`src/rtl/dsadc_pkg.sv`:
```
package dsadc_pkg;
  typedef enum logic [2:0] {
    ST_IDLE  = 3'd0,
    ST_ZERO  = 3'd1,
    ST_INTEG = 3'd2,
    ST_DEINT = 3'd3,
    ST_DONE  = 3'd4
  } dsadc_state_e;
endpackage

```
`src/rtl/dsadc_sync.sv`:
```
module dsadc_sync #(
  parameter int STAGES = 2
) (
  input  logic clk,
  input  logic rst_n,
  input  logic d_i,
  output logic q_o
);
  logic [STAGES-1:0] chain_q;

  always_ff @(posedge clk) begin
    if (!rst_n) chain_q <= '0;
    else        chain_q <= {chain_q[STAGES-2:0], d_i};
  end

  assign q_o = chain_q[STAGES-1];
endmodule

```
`src/rtl/dsadc_seq.sv`:
```
module dsadc_seq
  import dsadc_pkg::*;
#(
  parameter int AZ_W      = 4,
  parameter int INT_TICKS = 8
) (
  input  logic            clk,
  input  logic            rst_n,
  input  logic            start_i,
  input  logic [AZ_W-1:0] az_len_i,
  input  logic            stop_i,
  output dsadc_state_e    state_o
);
  localparam int IW = (INT_TICKS > 1) ? $clog2(INT_TICKS) : 1;
  localparam logic [IW-1:0] ILAST = IW'(INT_TICKS - 1);

  dsadc_state_e    state_q;
  logic [AZ_W-1:0] zcnt_q;
  logic [IW-1:0]   icnt_q;

  always_ff @(posedge clk) begin
    if (!rst_n) begin
      state_q <= ST_IDLE;
      zcnt_q  <= '0;
      icnt_q  <= '0;
    end else begin
      unique case (state_q)
        ST_IDLE: begin
          if (start_i) begin
            icnt_q <= '0;
            if (az_len_i != '0) begin
              zcnt_q  <= az_len_i;
              state_q <= ST_ZERO;
            end else begin
              state_q <= ST_INTEG;
            end
          end
        end
        ST_ZERO: begin
          if (zcnt_q == AZ_W'(1)) state_q <= ST_INTEG;
          else                    zcnt_q  <= zcnt_q - AZ_W'(1);
        end
        ST_INTEG: begin
          if (icnt_q == ILAST) state_q <= ST_DEINT;
          else                 icnt_q  <= icnt_q + IW'(1);
        end
        ST_DEINT: begin
          if (stop_i) state_q <= ST_DONE;
        end
        ST_DONE:  state_q <= ST_IDLE;
        default:  state_q <= ST_IDLE;
      endcase
    end
  end

  assign state_o = state_q;
endmodule

```
`src/rtl/dsadc_meas.sv`:
```
module dsadc_meas #(
  parameter int CNT_W = 8
) (
  input  logic             clk,
  input  logic             rst_n,
  input  logic             deint_i,
  input  logic             cmp_sync_i,
  output logic             stop_o,
  output logic             done_o,
  output logic             ovr_o,
  output logic [CNT_W-1:0] result_o
);
  localparam logic [CNT_W-1:0] CMAX = {CNT_W{1'b1}};

  logic [CNT_W-1:0] cnt_q;
  logic             crossed;
  logic             at_top;

  assign crossed = !cmp_sync_i;
  assign at_top  = (cnt_q == CMAX);
  assign stop_o  = deint_i && (crossed || at_top);

  always_ff @(posedge clk) begin
    if (!rst_n) begin
      cnt_q    <= '0;
      done_o   <= 1'b0;
      ovr_o    <= 1'b0;
      result_o <= '0;
    end else begin
      done_o <= stop_o;
      if (!deint_i || stop_o) cnt_q <= '0;
      else                    cnt_q <= cnt_q + CNT_W'(1);
      if (stop_o) begin
        result_o <= cnt_q;
        ovr_o    <= !crossed;
      end
    end
  end
endmodule

```
`src/rtl/dsadc_top.sv`:
```
module dsadc_top
  import dsadc_pkg::*;
#(
  parameter int CNT_W     = 8,
  parameter int AZ_W      = 4,
  parameter int INT_TICKS = 16
) (
  input  logic             clk,
  input  logic             rst_n,
  input  logic             start_i,
  input  logic [AZ_W-1:0]  az_len_i,
  input  logic             cmp_i,
  output logic             az_short_o,
  output logic             sel_in_o,
  output logic             sel_ref_o,
  output logic             busy_o,
  output logic             done_o,
  output logic             ovr_o,
  output logic [CNT_W-1:0] result_o
);
  dsadc_state_e state;
  logic         cmp_sync;
  logic         stop;
  logic         deint;

  dsadc_sync #(.STAGES(2)) u_sync (
    .clk   (clk),
    .rst_n (rst_n),
    .d_i   (cmp_i),
    .q_o   (cmp_sync)
  );

  dsadc_seq #(.AZ_W(AZ_W), .INT_TICKS(INT_TICKS)) u_seq (
    .clk      (clk),
    .rst_n    (rst_n),
    .start_i  (start_i),
    .az_len_i (az_len_i),
    .stop_i   (stop),
    .state_o  (state)
  );

  assign deint = (state == ST_DEINT);

  dsadc_meas #(.CNT_W(CNT_W)) u_meas (
    .clk        (clk),
    .rst_n      (rst_n),
    .deint_i    (deint),
    .cmp_sync_i (cmp_sync),
    .stop_o     (stop),
    .done_o     (done_o),
    .ovr_o      (ovr_o),
    .result_o   (result_o)
  );

  assign az_short_o = (state == ST_ZERO);
  assign sel_in_o   = (state == ST_INTEG);
  assign sel_ref_o  = deint;
  assign busy_o     = (state != ST_IDLE);
endmodule

```
`config.mk`:
```
export PLATFORM = sky130hd
export DESIGN_NAME = dsadc_top
export DESIGN_NICKNAME = d
export VERILOG_FILES = /design/src/rtl/dsadc_pkg.sv /design/src/rtl/dsadc_sync.sv /design/src/rtl/dsadc_seq.sv /design/src/rtl/dsadc_meas.sv /design/src/rtl/dsadc_top.sv
export SDC_FILE = /design/constraint.sdc
export NUM_CORES = 1
export LEC_CHECK = 0
export BUFFER_PORTS_ARGS = -buffer_cell sky130_fd_sc_hd__buf_2
export CAP_MARGIN = 15
export CORE_MARGIN = 1.5
export CORE_UTILIZATION = 49
export CTS_CLUSTER_SIZE = 10
export DETAILED_ROUTE_END_ITERATION = 10
export GPL_ROUTABILITY_DRIVEN = 0
export PLACE_DENSITY = 0.76
export SLEW_MARGIN = 20
export SYNTH_ARGS = -nofsm -noshare
export SYNTH_HDL_FRONTEND = slang
export SYNTH_SLANG_ARGS = --single-unit
```
`constraint.sdc`:
```
create_clock -name clk -period 1.7 [get_ports clk]
set_input_delay 0.255 -clock clk [delete_from_list [all_inputs] [get_ports clk]]
set_output_delay 0.255 -clock clk [all_outputs]
set_load 0.005 [all_outputs]
```
==> impl_metrics.py <==
metrics = {
    "clock_tree": {
        "clk_path_buf_depth": 2,
        "cts.htree.levels": 2,
        "numCtsBuffers": 5,
        "root_buffer": "clkbuf_4",
        "clk_pin_slew_ns": 0.09,
        "clock_latency_ns": 0.33,
        "cts_tree": "built",
        "cts_num_sinks": 31,
    },
    "yosys": {
        "synth-seq-area-share": 0.4493,
        "synth-seq-cells": 31,
        "synth_cell_type_count": 38,
        "synth_edf_count": 0,
        "synthArstFlopShare": 0,
        "syn_inst": 161,
        "syn_nets": 173,
        "syn-mean-instance-area_um2": 8.580,
        "synth.cell_area_mm2": 0.001381,
        "synth_warnings": 0,
        "yosys_most_used_dff": "dfxtp_1",
    },
    "timing": {
        "tns_ns": 0,
        "min_period_over_period": 0.9614,
        "final_max_slew_viol_count": 0,
        "max_slew_margin": 0.7195,
        "fin_worst_skew_ns": 0.01054,
        "fin_crit_ns": 1.634,
        "finalSetupViolations": 0,
        "tightest_slew_ns": 0.4189,
        "fmax_ghz": 0.6118,
        "hold_viol_final": 0,
        "rsz0062_at_grt": "false",
    },
    "final_layout": {
        "drive_above_1_share": 0.2670,
        "fin_nets": 203,
        "final_util": 0.6062,
        "multi_input_area_um2": 713.2,
        "register_area_um2": 629.4,
        "nFillCells": 244,
        "final_common_cell": "dfxtp_1",
        "finalNonFillerCells": 222,
        "layout-area-overhead-vs-synth_pct": 18.93,
        "layout_common_cells": "28 x dfxtp_1, 21 x buf_2, 19 x nor2_1",
        "diodes": 0,
    },
    "global_routing": {
        "antenna_found_initial": 0,
        "grt_max_degree": 14,
        "use_met3": 0.07907,
        "met1_usage": 0.2482,
        "grt_pass1_vias": 1251,
        "track_usage": 0.2218,
        "grt_pass1_wl_um": 5402,
        "busiest_layer": "met2",
        "grt-ovfl-total": 0,
        "met2_usage": 0.3731,
    },
    "critical_path": {
        "worstPathRequired_ns": 1.92,
        "cp-start-kind": "flip-flop",
        "cp_max_fo": 8,
        "endpoint_kind": "flip-flop",
        "crit_type": "reg -> reg",
        "arrival_ns": 1.85,
    },
    "detailed_routing": {
        "wirelength_um": 3099,
        "wl_per_cell_um": 13.96,
        "ant_nets": 0,
        "via_per_inst": 5.703,
        "dr.pass1.iters": 4,
        "route.detailed.drc": 0,
        "num_vias": 1266,
        "drt_iter0_drc": 47,
    },
    "placed_design": {
        "io_buffer_count": 21,
        "place_hpwl_um": 2192,
        "dp_cells": 214,
    },
    "floorplanning": {
        "io_pins": 22,
        "start_util": 0.5097,
        "die-height_um": 56.10,
        "rows": 19,
        "die_area_mm2": 0.003147,
        "core_mm2": 0.002710,
        "dieWidth_um": 56.10,
    },
    "power": {
        "leakage_nw": 0.6597,
        "power.density_mw_per_mm2": 1150,
        "ir_drop_mv": 0.7207,
    },
    "run": {
        "maxCapViolations": 0,
    },
    "status": {
        "run_status": "finished clean",
    },
    "min_path": {
        "hold_class": "in -> reg",
    },
}
## per-stage QoR
step | hold slack, ns | total power [mW] | setup WS, ns | cell area (um2)
6_report | 0.1520 | 1.889 | 0.06556 | 1643
5_1_grt | 0.1555 | 2.011 | 0.02505 | 1643
4_1_cts | 0.1446 | 1.863 | 0.03333 | 1617
3_5_place_dp | 0.4208 | 1.404 | 0.08386 | 1545
3_3_place_gp | 0.4237 | 1.380 | 0.1320 | 1545
2_1_floorplan | 0.3711 | 1.271 | 0.1310 | 1381
## path summary, 6_finish.rpt
path | from | endpoint | slack [ns] | cells after the start
setup / recovery | u_seq.state_o[2]$_SDFFE_PN0P_ | u_seq.zcnt_q[1]$_SDFFE_PN0P_ | 0.07 | 4
hold / removal | cmp_i | u_sync.chain_q[0]$_SDFF_PN0_ | 0.15 | 2
setup reg to reg | u_seq.state_o[2]$_SDFFE_PN0P_ | u_seq.zcnt_q[1]$_SDFFE_PN0P_ | 0.07 | 4
hold reg to reg | u_sync.chain_q[0]$_SDFF_PN0_ | u_sync.chain_q[1]$_SDFF_PN0_ | 0.44 | 1
## metal layers
metal | vias to the layer above | part of all wire | wire, um
met5 | - | 0 | 0
met4 | 0 | 0.022 | 69
met3 | 7 | 0.046 | 143
met2 | 27 | 0.50 | 1541
met1 | 600 | 0.43 | 1345
li1 | 632 | - | -
## synthesized netlist by cell type, drive strengths merged, types with 2 or more instances
| library cell | instances | area [um2] |
|---|---|---|
| a211oi | 4 | 30.03 |
| a21oi | 17 | 85.08 |
| and2 | 2 | 12.51 |
| buf | 3 | 21.27 |
| clkbuf | 3 | 11.26 |
| dfxtp | 31 | 620.6 |
| ha | 4 | 50.05 |
| inv | 8 | 30.03 |
| nand2 | 7 | 26.28 |
| nand2b | 2 | 12.51 |
| nand3 | 13 | 65.06 |
| nand3b | 2 | 15.01 |
| nand4 | 4 | 25.02 |
| nor2 | 19 | 71.32 |
| nor3 | 3 | 15.01 |
| o211ai | 2 | 15.01 |
| o21ai | 14 | 70.06 |
| or3 | 2 | 17.52 |
| or3b | 2 | 17.52 |
| xnor2 | 5 | 43.79 |
## repair_timing
item / 4_1_cts / 5_1_grt
setup buffers: 1 / 0
setup endpoints to repair: 3 / 16
hold buffers: 0 / 0
gates resized for setup: 6 / 9
## worst max-delay path: stages (launching register included)
cell,delay [ns]
dfxtp_2,0.36
or3_4,0.39
o32a_4,0.40
a211oi_1,0.27
a211oi_1,0.09
## cell type report
| cell class | count | area share |
|---|---|---|
| Tap cell | 31 | 0.02361 |
| Clock buffer | 6 | 0.03123 |
| Multi-Input combinational cell | 115 | 0.4341 |
| Sequential cell | 31 | 0.3831 |
| Timing Repair Buffer | 29 | 0.1028 |
| Inverter | 9 | 0.02209 |
| Clock inverter | 1 | 0.003046 |
## flip-flops by register name, indices dropped and copies added (netlist names)
name and cells:
u_meas.done_o 1, u_sync.chain_q 2, u_seq.state_o 3, u_seq.icnt_q 4
u_meas.cnt_q 8, u_seq.zcnt_q 4, u_meas.ovr_o 1, u_meas.result_o 8
## power breakdown
| group | internal [mW] | switching, mW | total [mW] |
|---|---|---|---|
| clock network | 0.191 | 0.237 | 0.428 |
| registers | 0.797 | 0.0597 | 0.857 |
| logic | 0.281 | 0.323 | 0.604 |
| total | 1.27 | 0.619 | 1.89 |
## kinds of logic (layout without fill, tap and decap cells)
kind of cell | Yosys count | in the layout | share of synthesized area
muxes | 1 | 1 | 0.007247
AOI/OAI and AO/OA | 45 | 45 | 0.2056
and+or+nand+nor | 59 | 59 | 0.2156
DFF | 31 | 31 | 0.4493
adders and majority gates | 4 | 4 | 0.03623
buffers and inverters | 15 | 45 | 0.04800
xor gates and xnor gates | 6 | 6 | 0.03804
(Power assumes the default switching activity.)
